==> config.mk <==
export PLATFORM = sky130hd
export DESIGN_NAME = lcd_scan_seq
export DESIGN_NICKNAME = d
export VERILOG_FILES = /design/src/rtl/lcd_scan_pkg.sv /design/src/rtl/lcd_scan_ctrl.sv /design/src/rtl/lcd_scan_timer.sv /design/src/rtl/lcd_scan_colpath.sv /design/src/rtl/lcd_scan_seq.sv
export SDC_FILE = /design/constraint.sdc
export NUM_CORES = 1
export LEC_CHECK = 0
export ABC_AREA = 1
export BUFFER_PORTS_ARGS = -buffer_cell sky130_fd_sc_hd__buf_2
export CAP_MARGIN = 20
export CORE_AREA = 2 2 359 361
export DETAILED_ROUTE_END_ITERATION = 6
export DIE_AREA = 0 0 361 363
export GPL_ROUTABILITY_DRIVEN = 0
export GPL_TIMING_DRIVEN = 0
export HOLD_SLACK_MARGIN = 0.08
export PLACE_DENSITY_LB_ADDON = 0.05
export REMOVE_ABC_BUFFERS = 1
export SYNTH_ARGS = -nofsm -noshare
export SYNTH_HDL_FRONTEND = slang
export SYNTH_SLANG_ARGS = --single-unit
==> constraint.sdc <==
create_clock -name clk -period 2.7 [get_ports clk]
set_input_delay 0.135 -clock clk [delete_from_list [all_inputs] [get_ports clk]]
set_output_delay 0.135 -clock clk [all_outputs]
set_load 0.05 [all_outputs]
==> src/rtl/lcd_scan_pkg.sv <==
package lcd_scan_pkg;
   // display mode code, bit 1 = E, bit 0 = D
   typedef enum logic [1:0] {
      MODE_BLANK   = 2'b00,
      MODE_INVERSE = 2'b01,
      MODE_ALL_ON  = 2'b10,
      MODE_NORMAL  = 2'b11
   } disp_mode_e;
endpackage

==> src/rtl/lcd_scan_ctrl.sv <==
module lcd_scan_ctrl
   import lcd_scan_pkg::*;
#(
   parameter int INIT_CYCLES = 2
) (
   input  logic       clk,
   input  logic       rst,
   input  logic       cmd_wr,
   input  logic [1:0] cmd_mode,
   input  logic       cmd_pd,
   output logic       pd_q,
   output disp_mode_e mode_q
);
   localparam int INIT_W = $clog2(INIT_CYCLES + 1);

   logic [INIT_W-1:0] init_cnt;
   logic              ready;

   assign ready = (init_cnt == INIT_W'(INIT_CYCLES));

   always_ff @(posedge clk) begin
      if (rst) begin
         init_cnt <= '0;
         pd_q     <= 1'b1;
         mode_q   <= MODE_BLANK;
      end else if (!ready) begin
         init_cnt <= init_cnt + 1'b1;
      end else if (cmd_wr) begin
         pd_q   <= cmd_pd;
         mode_q <= disp_mode_e'(cmd_mode);
      end
   end

   assert_pd_after_reset_R8: assert property (@(posedge clk) disable iff (rst)
      $past(rst) |-> pd_q);

   assert_cmd_ignored_in_init_R8: assert property (@(posedge clk) disable iff (rst)
      (cmd_wr && !ready) |=> (pd_q == $past(pd_q)) && (mode_q == $past(mode_q)));
endmodule

==> src/rtl/lcd_scan_timer.sv <==
module lcd_scan_timer #(
   parameter int NUM_ROWS     = 40,
   parameter int FRAME_CYCLES = 3072,
   parameter int BANK_BITS    = 8,
   localparam int ROW_W       = $clog2(NUM_ROWS),
   localparam int NUM_BANKS   = NUM_ROWS / BANK_BITS,
   localparam int BANK_W      = (NUM_BANKS > 1) ? $clog2(NUM_BANKS) : 1
) (
   input  logic              clk,
   input  logic              rst,
   input  logic              pd,
   output logic [ROW_W-1:0]  row_c,
   output logic              row_start,
   output logic              pol_c,
   output logic              live,
   output logic              rd_en,
   output logic [BANK_W-1:0] rd_bank
);
   localparam int BASE      = FRAME_CYCLES / NUM_ROWS;
   localparam int LONG_ROWS = FRAME_CYCLES % NUM_ROWS;
   localparam int CYC_W     = $clog2(BASE + 2);

   logic [CYC_W-1:0] cyc_c;
   logic [CYC_W-1:0] row_last;
   logic [ROW_W-1:0] nxt_row;
   logic             prime;
   logic             at_end;

   // the leading rows absorb the remainder of the frame split
   if (LONG_ROWS == 0) begin : g_even
      assign row_last = CYC_W'(BASE - 1);
   end else begin : g_uneven
      assign row_last = (row_c < ROW_W'(LONG_ROWS)) ? CYC_W'(BASE) : CYC_W'(BASE - 1);
   end

   assign at_end    = (cyc_c == row_last);
   assign nxt_row   = (row_c == ROW_W'(NUM_ROWS - 1)) ? '0 : row_c + 1'b1;
   assign live      = !pd && !prime;
   assign row_start = live && (cyc_c == '0);
   assign rd_en     = !pd && (prime || at_end);
   assign rd_bank   = prime ? '0 : BANK_W'(nxt_row / ROW_W'(BANK_BITS));

   always_ff @(posedge clk) begin
      if (rst || pd) begin
         row_c <= '0;
         cyc_c <= '0;
         pol_c <= 1'b0;
         prime <= 1'b1;
      end else if (prime) begin
         prime <= 1'b0;
      end else if (at_end) begin
         cyc_c <= '0;
         row_c <= nxt_row;
         if (row_c == ROW_W'(NUM_ROWS - 1)) pol_c <= ~pol_c;
      end else begin
         cyc_c <= cyc_c + 1'b1;
      end
   end

   assert_row_len_R1: assert property (@(posedge clk) disable iff (rst)
      cyc_c <= CYC_W'(BASE));

   assert_row_step_R2: assert property (@(posedge clk) disable iff (rst)
      (live && $past(live) && (row_c != $past(row_c))) |->
         ((row_c == $past(row_c) + 1'b1) ||
          (row_c == '0 && $past(row_c) == ROW_W'(NUM_ROWS - 1))));

   assert_pol_flip_at_wrap_R3: assert property (@(posedge clk) disable iff (rst)
      (live && $past(live) && (pol_c != $past(pol_c))) |->
         (row_c == '0 && $past(row_c) == ROW_W'(NUM_ROWS - 1)));

   assert_read_ahead_R7: assert property (@(posedge clk) disable iff (rst)
      (rd_en && !pd) |=> (pd || cyc_c == '0));

   assert_restart_row0_R9: assert property (@(posedge clk) disable iff (rst)
      (live && $past(prime) && !$past(pd)) |-> (row_c == '0 && !pol_c));
endmodule

==> src/rtl/lcd_scan_colpath.sv <==
module lcd_scan_colpath
   import lcd_scan_pkg::*;
#(
   parameter int NUM_COLS  = 101,
   parameter int BANK_BITS = 8,
   parameter int ROW_W     = 6,
   localparam int SEL_W    = $clog2(BANK_BITS)
) (
   input  logic                          clk,
   input  logic                          rst,
   input  logic                          live,
   input  logic                          row_start,
   input  logic [ROW_W-1:0]              row_c,
   input  logic                          pol_c,
   input  logic [NUM_COLS*BANK_BITS-1:0] rd_data,
   input  disp_mode_e                    mode,
   output logic                          row_active,
   output logic [ROW_W-1:0]              row_idx,
   output logic [NUM_COLS-1:0]           col_data,
   output logic                          frame_pol
);
   logic [SEL_W-1:0]    sel;
   logic [NUM_COLS-1:0] pick;
   logic [NUM_COLS-1:0] raw_q;
   logic [NUM_COLS-1:0] shaped;

   // line within the bank; bit 0 of each byte is the top line
   assign sel = SEL_W'(row_c % ROW_W'(BANK_BITS));

   for (genvar c = 0; c < NUM_COLS; c++) begin : g_col
      logic [BANK_BITS-1:0] col_byte;
      assign col_byte = rd_data[c*BANK_BITS +: BANK_BITS];
      assign pick[c]  = col_byte[sel];
   end

   always_ff @(posedge clk) begin
      if (rst || !live) begin
         row_active <= 1'b0;
         row_idx    <= '0;
         frame_pol  <= 1'b0;
         raw_q      <= '0;
      end else begin
         row_active <= 1'b1;
         row_idx    <= row_c;
         frame_pol  <= pol_c;
         if (row_start) raw_q <= pick;
      end
   end

   always_comb begin
      case (mode)
         MODE_NORMAL:  shaped = raw_q;
         MODE_INVERSE: shaped = ~raw_q;
         MODE_ALL_ON:  shaped = '1;
         default:      shaped = '0;
      endcase
      col_data = row_active ? shaped : '0;
   end
endmodule

==> src/rtl/lcd_scan_seq.sv <==
module lcd_scan_seq
   import lcd_scan_pkg::*;
#(
   parameter int NUM_ROWS     = 40,
   parameter int NUM_COLS     = 101,
   parameter int FRAME_CYCLES = 3072,
   parameter int BANK_BITS    = 8,
   parameter int INIT_CYCLES  = 2,
   localparam int ROW_W       = $clog2(NUM_ROWS),
   localparam int NUM_BANKS   = NUM_ROWS / BANK_BITS,
   localparam int BANK_W      = (NUM_BANKS > 1) ? $clog2(NUM_BANKS) : 1
) (
   input  logic                          clk,
   input  logic                          rst,
   input  logic                          cmd_wr,
   input  logic [1:0]                    cmd_mode,
   input  logic                          cmd_pd,
   output logic                          rd_en,
   output logic [BANK_W-1:0]             rd_bank,
   input  logic [NUM_COLS*BANK_BITS-1:0] rd_data,
   output logic                          row_active,
   output logic [ROW_W-1:0]              row_idx,
   output logic [NUM_COLS-1:0]           col_data,
   output logic                          frame_pol,
   output logic                          pd_out
);
   initial begin
      assert (NUM_ROWS % BANK_BITS == 0) else $error("rows must fill whole banks");
      assert (BANK_BITS >= 2) else $error("bank width too small");
      assert (FRAME_CYCLES >= 3 * NUM_ROWS) else $error("row slot too short");
      assert (INIT_CYCLES >= 1) else $error("init window must be positive");
   end

   logic             pd_q;
   disp_mode_e       mode_q;
   logic [ROW_W-1:0] row_c;
   logic             row_start;
   logic             pol_c;
   logic             live;

   lcd_scan_ctrl #(
      .INIT_CYCLES (INIT_CYCLES)
   ) u_ctrl (
      .clk      (clk),
      .rst      (rst),
      .cmd_wr   (cmd_wr),
      .cmd_mode (cmd_mode),
      .cmd_pd   (cmd_pd),
      .pd_q     (pd_q),
      .mode_q   (mode_q)
   );

   lcd_scan_timer #(
      .NUM_ROWS     (NUM_ROWS),
      .FRAME_CYCLES (FRAME_CYCLES),
      .BANK_BITS    (BANK_BITS)
   ) u_timer (
      .clk       (clk),
      .rst       (rst),
      .pd        (pd_q),
      .row_c     (row_c),
      .row_start (row_start),
      .pol_c     (pol_c),
      .live      (live),
      .rd_en     (rd_en),
      .rd_bank   (rd_bank)
   );

   lcd_scan_colpath #(
      .NUM_COLS  (NUM_COLS),
      .BANK_BITS (BANK_BITS),
      .ROW_W     (ROW_W)
   ) u_colpath (
      .clk        (clk),
      .rst        (rst),
      .live       (live),
      .row_start  (row_start),
      .row_c      (row_c),
      .pol_c      (pol_c),
      .rd_data    (rd_data),
      .mode       (mode_q),
      .row_active (row_active),
      .row_idx    (row_idx),
      .col_data   (col_data),
      .frame_pol  (frame_pol)
   );

   assign pd_out = pd_q;

   assert_pd_outputs_off_R6: assert property (@(posedge clk) disable iff (rst)
      (pd_out && $past(pd_out)) |->
         (!row_active && col_data == '0 && !frame_pol && row_idx == '0 && !rd_en));
endmodule

==> results of run 1 <==
==> cells by family after synthesis <==
family | after synthesis | share of synthesized area
and+or+nand+nor | 1202 | 0.340
xor gates and xnor gates | 4 | 0.00254
buffers and inverters | 629 | 0.186
DFF | 129 | 0.187
adders and majority gates | 4 | 0.00363
AOI/OAI and AO/OA | 722 | 0.280
==> through the flow <==
step / worst slack (ns) / TNS [ns] / power, uW
after detailed placement: -0.797 / -41.13 / 3170
after global routing: 0.00125 / 0 / 6440
after global placement: -27.75 / -3333.29 / 3140
after floorplan: -6.01 / -771.17 / 2340
after CTS: -0.00694 / -0.00694 / 6250
final: 0.129 / 0 / 6050
==> metal layers <==
layer,GRT usage,routed length [um],vias up
met4,0.0319,1550,16
met5,0,94,-
met3,0.0388,6030,70
li1,-,-,10800
met1,0.179,45200,9581
met2,0.291,55700,587
==> layout by cell type (no fill, tap or decap), drive strengths merged <==
| master | netlist | layout |
|---|---|---|
| dlygate4sd3 | 0 | 332 |
| dfxtp | 129 | 129 |
| xnor2 | 1 | 1 |
| nand3b | 1 | 1 |
| o211ai | 101 | 101 |
| nand3 | 112 | 112 |
| buf | 152 | 968 |
| o21ai | 311 | 311 |
| nand4 | 3 | 3 |
| nor3 | 4 | 4 |
| diode | 0 | 11 |
| nor3b | 1 | 1 |
| nor2 | 338 | 340 |
| xor2 | 3 | 3 |
| clkinvlp | 0 | 2 |
| clkbuf | 48 | 28 |
| a21oi | 309 | 309 |
| ha | 4 | 4 |
| bufinv | 0 | 1 |
| nand2 | 743 | 745 |
| inv | 429 | 437 |
| bufbuf | 0 | 4 |
| clkinv | 0 | 5 |
| a211oi | 1 | 1 |
==> timing repair <==
item                                   CTS  global route
cloned                                   9             5
setup endpoints to repair              203            40
hold buffers                           332             0
endpoints found under the hold margin  103             0
gates resized for setup                 16            10
pin swaps                                3             3
setup buffers                           15             4
==> report_power, final <==
part           internal, uW  switching (uW)  leakage (uW)  total (uW)
Clock                  1310            1210      0.000284        2510
Sequential             1920            24.8       0.00104        1940
Combinational           900             701        0.0113        1600
Total                  4120            1930        0.0126        6050
==> cell type report <==
type | count | area [um2] | area share
timing repair buffer | 1315 | 9120 | 0.367
timing repair inverter | 1 | 8.76 | 0.000352
sequential | 129 | 2600 | 0.105
clock inverter | 15 | 165 | 0.00665
clock buffer | 17 | 425 | 0.0171
inverter | 429 | 1670 | 0.0671
multi-input combinational | 1936 | 8750 | 0.352
antenna | 11 | 27.5 | 0.00111
tap | 1662 | 2080 | 0.0837
==> worst max-delay path by stage <==
stage / from / to / slack, ns / cells past startpoint
after floorplan: u_timer.row_c[0] / rd_bank[2] / -6.01 / 6
after global placement: u_timer.row_c[0] / u_colpath.raw_q[39] / -27.75 / 6
after detailed placement: u_timer.row_c[0] / u_colpath.raw_q[95] / -0.80 / 12
after CTS: u_timer.row_c[0] / rd_bank[2] / -0.007 / 8
after global routing: u_ctrl.mode_q[0] / col_data[87] / 0.001 / 6
final: u_timer.row_c[0] / u_colpath.raw_q[71] / 0.13 / 8
==> worst register-to-register path: stages, from the launching register on <==
cell,delay [ns]
dfxtp_4,0.42
buf_16,0.24
buf_16,0.29
inv_12,0.19
a21oi_1,0.50
dlygate4sd3_1,0.56
o21ai_1,0.07
nor2_1,0.15
nor2_1,0.05
==> flip-flops by register name (all words and copies together), names as in the netlist <==
signal / count
u_timer.row_c: 6
u_timer.cyc_c: 7
u_timer.pol_c: 1
u_colpath.row_active: 1
u_ctrl.mode_q: 2
u_colpath.row_idx: 6
u_ctrl.pd_q: 1
u_timer.prime: 1
u_colpath.raw_q: 101
u_colpath.frame_pol: 1
u_ctrl.init_cnt: 2
==> results.py, run 1 <==
metrics = {
    "run_status": {
        "outcome": "finished clean",
    },
    "floorplanning": {
        "dieArea_um2": 131000,
        "fp-row-count": 131,
        "die_y_um": 363,
        "core_um2": 127000,
        "initial_core_util": 0.109,
        "ios": 928,
        "die_x_um": 361,
    },
    "final_layout": {
        "num-fill-cells": 15100,
        "instances_no_fill": 5515,
        "final_core_util": 0.196,
        "nets": 4647,
        "drive_above_1_share": 0.272,
        "area.growth.synth_to_final_pct": 80.0,
        "final_cell_area_um2": 24900,
    },
    "global_route": {
        "grt_pass1_vias": 21400,
        "grt-ovfl-total": 0,
        "grt_antenna_before_repair": 24,
        "grt_max_degree": 95,
        "track_usage": 0.156,
        "grt_pass1_wl_mm": 150,
    },
    "timing": {
        "holdWs_ns": 0.104,
        "slew_violations": 0,
        "fmax_mhz": 389,
        "finalClockSkew_ns": 0.0185,
        "setup_viol_count_final": 0,
        "finalCritPeriodShare": 0.952,
        "rsz0062_at_grt": "false",
        "layout_min_cycle_time_ns": 2.57,
        "slew_headroom": 0.507,
        "worst_slew_pin_slew_ns": 0.740,
        "finalHoldViolations": 0,
    },
    "synthesis": {
        "synth_common_cells": "nand2_1 (741), inv_1 (424), nor2_1 (334), a21oi_1 (309), o21ai_0 (216)",
        "syn_area_per_cell_um2": 5.13,
        "synth_area_leaders": "nand2_1 (20%), dfxtp_1 (19%), inv_1 (12%), a21oi_1 (11%), nor2_1 (9.1%)",
        "synth-seq-cells": 129,
        "synth-edff-count": 0,
        "async_reset_ff_frac": 0,
        "synth_area_um2": 13800,
        "yosysTopAreaCell": "nand2_1",
        "yosys_warnings": 0,
        "yosys_most_used_dff": "dfxtp_1",
        "yosysSeqAreaShare": 0.187,
        "synth.top_cell.area_share": 0.202,
        "syn_inst": 2690,
        "yosysMostFrequentCell": "nand2_1",
        "ys_types": 27,
    },
    "worst_setup_path": {
        "r2r_start": "u_timer.row_c[0]",
        "cp_max_fo": 94,
        "ff2ff_setup_slack_ns": 0.13,
        "critPathSlowestCell": "dlygate4sd3_1",
        "rr_endpoint": "u_colpath.raw_q[71]",
        "crit_family": "buffers and inverters",
        "crit_type": "flip-flop to flip-flop",
        "crit_buf_inv": 4,
        "worstSetupStartpointType": "flip-flop",
        "worstPathArrival_ns": 2.97,
        "reg2reg_depth": 8,
        "slowest_delay_ns": 0.56,
        "worst_setup_path_end_kind": "flip-flop",
        "path_cells": "buf_16 -> buf_16 -> inv_12 -> a21oi_1 -> dlygate4sd3_1 -> o21ai_1 -> nor2_1 -> nor2_1",
        "required_ns": 3.10,
    },
    "routing": {
        "drtAntennaViolNets": 0,
        "drc_errors": 0,
        "via_count": 21000,
        "routedWlPerCell_um": 19.7,
        "viasPerCell": 3.81,
        "first_pass_iters": 7,
        "finalWirelength_mm": 109,
        "drt-initial-drc-count": 899,
    },
    "clocking": {
        "cts_buffer_depth": 2,
        "clk_pin_slew_worst_paths_ns": 0.08,
        "numCtsBuffers": 17,
        "cts_max_level": 4,
        "cts_sinks": 129,
        "cts-root-buf": "clkbuf_16",
        "clk_latency_ns": 0.50,
        "cts_tree": "yes",
    },
    "pwr": {
        "power.density_nw_per_um2": 244,
        "peakVddDrop_mv": 0.456,
        "leakagePower_uw": 0.0126,
    },
    "placed_design": {
        "io_buffer_count": 927,
        "dp.final_hpwl_mm": 73.4,
        "placed_cell_area_um2": 20300,
        "dp_cells": 5107,
    },
    "worst_hold_path": {
        "min_to": "u_colpath.raw_q[85]",
        "holdPathStages": 5,
        "worstHoldStart": "rd_data[687]",
        "hold_path.class": "input port to flip-flop",
    },
    "run": {
        "drv_cap": 0,
    },
}
No activity file was read; power rests on OpenSTA's default activity.
==> run 2: changes to the inputs <==
--- a/config.mk
+++ b/config.mk
@@ -8,9 +8,10 @@
 export ABC_AREA = 1
 export BUFFER_PORTS_ARGS = -buffer_cell sky130_fd_sc_hd__buf_2
 export CAP_MARGIN = 20
-export CORE_AREA = 2 2 359 361
+export CORE_AREA = 2 2 358 360
+export CTS_CLUSTER_DIAMETER = 80
 export DETAILED_ROUTE_END_ITERATION = 6
-export DIE_AREA = 0 0 361 363
+export DIE_AREA = 0 0 360 362
 export GPL_ROUTABILITY_DRIVEN = 0
 export GPL_TIMING_DRIVEN = 0
 export HOLD_SLACK_MARGIN = 0.08
@@ -18,4 +19,5 @@
 export REMOVE_ABC_BUFFERS = 1
 export SYNTH_ARGS = -nofsm -noshare
 export SYNTH_HDL_FRONTEND = slang
+export SYNTH_HIERARCHICAL = 1
 export SYNTH_SLANG_ARGS = --single-unit
==> run 2 against run 1 <==
Worst setup slack got worse by 0.013 ns. Count of clock-buffer cells in the layout unchanged. Final cell count increased by 12%. Critical path type is now flip-flop to primary output.
==> results.py, run 2 <==
metrics = {
    "synthesis": {
        "synth_area_leaders": "nand2_1 (22%), inv_1 (22%), nand3_1 (19%), dfxtp_1 (16%), a21oi_1 (6.3%)",
        "yosys_warnings": 6,
        "async_reset_ff_frac": 0,
        "yosysMostFrequentCell": "nand2_1",
        "yosysTopAreaCell": "nand2_1",
        "synth_area_um2": 16300,
        "yosys_most_used_dff": "dfxtp_1",
        "syn_inst": 3337,
        "syn_area_per_cell_um2": 4.89,
        "ys_types": 30,
        "synth.top_cell.area_share": 0.219,
        "synth-seq-cells": 129,
        "yosysSeqAreaShare": 0.158,
        "synth_common_cells": "nand2_1 (951), inv_1 (936), nand3_1 (618), a21oi_1 (204), o21ai_0 (204)",
        "synth-edff-count": 0,
    },
    "final_layout": {
        "final_core_util": 0.216,
        "largest_register_ffs": 101,
        "mostFrequentLayoutCells": "nand2_1 (950), inv_1 (935), buf_2 (927)",
        "top_register": "u_colpath/raw_q",
        "instances_no_fill": 6163,
        "nets": 5295,
        "top_regs": "u_colpath/raw_q x101, u_timer/cyc_c x7",
        "area.growth.synth_to_final_pct": 67.6,
        "layout_commonest_cell": "nand2_1",
        "drive_above_1_share": 0.235,
        "num-fill-cells": 15200,
    },
    "clocking": {
        "clk_pin_slew_worst_paths_ns": 0.07,
        "cts-root-buf": "clkbuf_16",
        "cts_tree": "yes",
        "numCtsBuffers": 17,
        "clk_latency_ns": 0.51,
        "cts_sinks": 129,
        "cts_buffer_depth": 2,
        "cts_max_level": 4,
    },
    "global_route": {
        "grt-ovfl-total": 0,
        "grt_pass1_wl_mm": 159,
        "top_usage_layer": "met2",
        "grt_antenna_before_repair": 31,
        "grtUsageMet1": 0.190,
        "grt_max_degree": 188,
        "grt.met3_usage": 0.0426,
        "track_usage": 0.164,
        "grt_use_met2": 0.302,
        "grt_pass1_vias": 24000,
    },
    "floorplanning": {
        "die_x_um": 360,
        "dieArea_um2": 130000,
        "ios": 928,
        "core_um2": 127000,
        "die_y_um": 362,
        "initial_core_util": 0.129,
        "fp-row-count": 131,
    },
    "pwr": {
        "leakagePower_uw": 0.0154,
        "finalPower_uw": 6680,
        "power.density_nw_per_um2": 244,
        "peakVddDrop_mv": 0.528,
    },
    "worst_setup_path": {
        "path_cells": "buf_4 -> nand2_1 -> nand2_8 -> buf_16 -> a21oi_1 -> buf_2",
        "crit_type": "flip-flop to primary output",
        "worstSetupStartpointType": "flip-flop",
        "required_ns": 2.57,
        "ff2ff_setup_slack_ns": 0.21,
        "crit_buf_inv": 3,
        "rr_endpoint": "u_colpath/raw_q[99]",
        "reg2reg_depth": 9,
        "endpoint": "col_data[25]",
        "crit_path_start": "u_ctrl/mode_q[1]",
        "worstPathArrival_ns": 2.45,
        "crit_family": "buffers and inverters",
        "crit_cells": 6,
        "worst_setup_path_end_kind": "primary output",
        "cp_max_fo": 56,
        "r2r_start": "u_timer/row_c[0]",
        "slowest_delay_ns": 0.35,
        "critPathSlowestCell": "dfxtp_4",
    },
    "timing": {
        "worst_slew_pin_slew_ns": 0.848,
        "finalHoldViolations": 0,
        "finalCritPeriodShare": 0.957,
        "finalClockSkew_ns": 0.0131,
        "rsz0062_at_grt": "false",
        "slew_violations": 0,
        "tns_ns": 0,
        "slew_headroom": 0.433,
        "layout_min_cycle_time_ns": 2.58,
        "fmax_mhz": 387,
        "setup_viol_count_final": 0,
    },
    "routing": {
        "viasPerCell": 3.83,
        "drc_errors": 0,
        "finalWirelength_mm": 113,
        "via_count": 23600,
        "drtAntennaViolNets": 0,
        "routedWlPerCell_um": 18.3,
        "drt-initial-drc-count": 1038,
        "first_pass_iters": 5,
    },
    "placed_design": {
        "io_buffer_count": 927,
        "dp_cells": 5746,
        "dp.final_hpwl_mm": 79.7,
    },
    "run_status": {
        "outcome": "finished clean",
    },
    "run": {
        "drv_cap": 0,
    },
    "worst_hold_path": {
        "hold_path.class": "input port to flip-flop",
    },
}
## run 2: what timing repair did
action / CTS / global route
cloned: 1 / 3
hold buffers: 361 / 0
endpoints found under the setup margin: 171 / 48
hold endpoints to repair: 97 / 0
setup buffers: 12 / 1
pin swaps: 1 / 1
resized for setup: 12 / 3
## run 2: layer usage
layer	vias to the layer above	wire length (um)
met5	-	189
met4	30	1540
met3	79	6290
met2	627	57200
met1	10600	47400
li1	12200	-
## run 2: worst reg2reg max path, cell delays in order (launching register included)
cell and delay, ns:
dfxtp_4 0.37, buf_6 0.29, buf_12 0.24, nand2_1 0.11, nand3_1 0.07, dlygate4sd3_1 0.55
nand3_1 0.06, dlygate4sd3_1 0.58, nand2_1 0.06, a21oi_1 0.05
## run 2: per-stage QoR
stage / setup slack, ns / hold WS, ns / instance area, um2
2_1_floorplan: -11.45 / 0.204 / 15300
3_3_place_gp: -31.36 / 0.381 / 22000
3_5_place_dp: -0.988 / 0.377 / 22800
4_1_cts: 0.00644 / 0.0803 / 27200
5_1_grt: 0.0114 / 0.121 / 27300
6_report: 0.116 / 0.121 / 27300
## run 2: how the worst min path moves through the flow
| stage | startpoint | end | slack [ns] | cells past startpoint |
|---|---|---|---|---|
| 6_report | rd_data[654] | u_colpath/raw_q[81] | 0.12 | 7 |
| 5_1_grt | rd_data[607] | u_colpath/raw_q[75] | 0.12 | 7 |
| 4_1_cts | rd_data[491] | u_colpath/raw_q[61] | 0.08 | 7 |
| 3_5_place_dp | cmd_mode[1] | u_ctrl/mode_q[1] | 0.38 | 3 |
| 3_3_place_gp | cmd_mode[1] | u_ctrl/mode_q[1] | 0.38 | 3 |
| 2_1_floorplan | rst | u_ctrl/init_cnt[0] | 0.20 | 1 |
## run 2: cell families after synthesis
kind of cell	count (synthesis)	synth area share
buf+inv	1166	0.282
xor+xnor	4	0.00215
fa+ha+maj	4	0.00307
compound gates	413	0.127
simple gates	1621	0.427
flops	129	0.158
## run 2: final cells by class
class,instances,area (um2),area share
tap,1662,2080,0.0761
clock inverter,14,155,0.00568
sequential,129,2600,0.0952
timing repair buffer,1343,9260,0.339
multi-input combinational,2042,9190,0.336
clock buffer,17,425,0.0156
inverter,944,3580,0.131
antenna,12,30.0,0.00110
## run 2: report_power, final
part / internal, uW / switching [uW] / total [uW]
Clock: 1360 / 1160 / 2520
Sequential: 1920 / 25.0 / 1950
Combinational: 1090 / 1120 / 2210
==> run 3: changes to the inputs <==
--- a/config.mk
+++ b/config.mk
@@ -8,10 +8,12 @@
 export ABC_AREA = 1
 export BUFFER_PORTS_ARGS = -buffer_cell sky130_fd_sc_hd__buf_2
 export CAP_MARGIN = 20
-export CORE_AREA = 2 2 358 360
+export CELL_PAD_IN_SITES_DETAIL_PLACEMENT = 0
+export CELL_PAD_IN_SITES_GLOBAL_PLACEMENT = 1
+export CORE_AREA = 2 2 356 358
 export CTS_CLUSTER_DIAMETER = 80
 export DETAILED_ROUTE_END_ITERATION = 6
-export DIE_AREA = 0 0 360 362
+export DIE_AREA = 0 0 358 360
 export GPL_ROUTABILITY_DRIVEN = 0
 export GPL_TIMING_DRIVEN = 0
 export HOLD_SLACK_MARGIN = 0.08
==> run 3 against run 2 <==
Register-to-register slack hardly changed. Die area is 1.1% lower. Via count is 2.3% lower. Wire length is 2.2% higher. Clock skew is 0.0044 ns higher. Sequential power hardly changed. Clock power is 3% lower. Critical path type unchanged. Critical endpoint is now col_data[95]. Largest cell class is now multi-input gates. Largest power group unchanged.
==> results.py, run 3 (synthesis gave the netlist of run 2 again) <==
metrics = {
    "final_layout": {
        "top_register": "u_colpath/raw_q",
        "mostFrequentLayoutCells": "nand2_1 (949), inv_1 (934), buf_2 (896)",
        "top_regs": "u_colpath/raw_q x101, u_timer/cyc_c x7",
        "drive_above_1_share": 0.250,
        "area.growth.synth_to_final_pct": 54.0,
        "instances_no_fill": 5934,
        "num-fill-cells": 15200,
        "nets": 5061,
        "final_cell_area_um2": 25100,
        "largest_register_ffs": 101,
        "layout_commonest_cell": "nand2_1",
        "final_core_util": 0.201,
    },
    "timing": {
        "tns_ns": 0,
        "slew_headroom": 0.566,
        "fmax_mhz": 400,
        "finalClockSkew_ns": 0.0176,
        "setup_viol_count_final": 0,
        "finalCritPeriodShare": 0.927,
        "worst_slew_pin_slew_ns": 0.651,
        "slew_violations": 0,
        "finalHoldViolations": 0,
        "layout_min_cycle_time_ns": 2.50,
    },
    "global_route": {
        "top_usage_layer": "met2",
        "track_usage": 0.170,
        "grt-ovfl-total": 0,
        "grt_antenna_before_repair": 78,
        "grt_use_met2": 0.313,
        "grtUsageMet1": 0.191,
        "grt_pass1_wl_mm": 161,
        "grt.met3_usage": 0.0494,
        "grt_pass1_vias": 23400,
        "grt_max_degree": 98,
    },
    "floorplanning": {
        "ios": 928,
        "core_um2": 125000,
        "fp-row-count": 130,
        "die_x_um": 358,
        "die_y_um": 360,
        "dieArea_um2": 129000,
        "initial_core_util": 0.131,
    },
    "routing": {
        "viasPerCell": 3.88,
        "drtAntennaViolNets": 0,
        "finalWirelength_mm": 115,
        "drt-initial-drc-count": 911,
        "drc_errors": 0,
        "via_count": 23000,
        "first_pass_iters": 5,
        "routedWlPerCell_um": 19.4,
    },
    "pwr": {
        "power.density_nw_per_um2": 258,
        "finalPower_uw": 6480,
        "leakagePower_uw": 0.0146,
        "swShare": 0.370,
        "power_frac_comb": 0.320,
        "peakVddDrop_mv": 0.371,
        "p_sw_uw": 2400,
        "clockPowerShare": 0.379,
        "intPower_uw": 4080,
        "seqPwrFrac": 0.301,
    },
    "clocking": {
        "cts_max_level": 4,
        "clk_latency_ns": 0.49,
        "cts_sinks": 129,
        "cts_buffer_depth": 2,
        "numCtsBuffers": 17,
        "clk_pin_slew_worst_paths_ns": 0.08,
        "cts-root-buf": "clkbuf_16",
        "cts_tree": "yes",
    },
    "worst_hold_path": {
        "hold_path.class": "input port to flip-flop",
    },
    "placed_design": {
        "dp_cells": 5738,
        "dp.final_hpwl_mm": 80.9,
        "placed_cell_area_um2": 22800,
        "io_buffer_count": 927,
    },
    "worst_setup_path": {
        "cp_max_fo": 57,
        "required_ns": 2.57,
        "worst_setup_path_end_kind": "primary output",
        "worstPathArrival_ns": 2.37,
        "worstSetupStartpointType": "flip-flop",
        "crit_type": "flip-flop to primary output",
    },
    "run": {
        "drv_cap": 0,
    },
    "run_status": {
        "outcome": "finished clean",
    },
}
[run 3: changes by cell type in the layout (fill, tap and decap cells not counted), sizes merged, moves of 6 or more]
cell         delta
buf             -9
clkbuf         +15
clkinv          -6
diode          +16
dlygate4sd3   -244
inv             +7
[run 3: worst max-delay path, stage by stage, from the launching register on]
cell,delay [ns]
dfxtp_4,0.38
buf_16,0.19
nor2_1,0.11
inv_4,0.16
nand2_8,0.16
buf_16,0.24
a21oi_1,0.21
buf_2,0.29
[run 3: cell type report]
type                            instances  area [um2]  share of cell area
Antenna cell                           28        70.1             0.00279
Clock buffer                           17         425              0.0169
Clock inverter                         15         136             0.00543
Inverter                              944        3580               0.143
Multi-Input combinational cell       2044        9210               0.367
Sequential cell                       129        2600               0.104
Tap cell                             1650        2060              0.0822
Timing Repair Buffer                 1107        7030               0.280
[run 3: path summary, 6_finish.rpt]
check	startpoint	end	slack, ns	depth (start not counted)
setup / recovery	u_ctrl/mode_q[1]	col_data[95]	0.20	7
hold reg to reg	u_timer/pol_c	u_colpath/frame_pol	0.46	2
hold / removal	rd_data[528]	u_colpath/raw_q[66]	0.13	7
setup reg to reg	u_timer/row_c[0]	u_colpath/raw_q[23]	0.20	9
[run 3: layer usage]
metal	share of wire	wire length (um)	vias up
li1	-	-	11800
met1	0.41	46900	10400
met2	0.51	59300	608
met3	0.063	7210	139
met4	0.012	1380	54
met5	0.0029	336	-
[run 3: what timing repair did]
action                                 in CTS  in global routing
cloned                                      5                  4
setup endpoints to repair                 204                 74
setup buffers                              10                  3
endpoints found under the hold margin      42                  0
resized for setup                          27                 23
hold buffers                              117                  0
pin swaps                                   2                  1
[run 3: stage by stage]
stage | hold slack [ns] | setup WS [ns]
after floorplan | 0.204 | -11.45
after global placement | 0.375 | -31.46
after detailed placement | 0.371 | -0.904
after CTS | 0.0802 | 0.000807
after global routing | 0.121 | -0.00617
final | 0.125 | 0.197
[run 3: power groups by stage]
stage | clock network [uW] | logic, uW | registers [uW]
floorplan | 0 | 699 | 2030
global route | 2680 | 2330 | 1950
finish | 2450 | 2070 | 1950
global placement | 0 | 1580 | 2100
detailed placement | 0 | 1710 | 2040
CTS | 2620 | 2100 | 1950
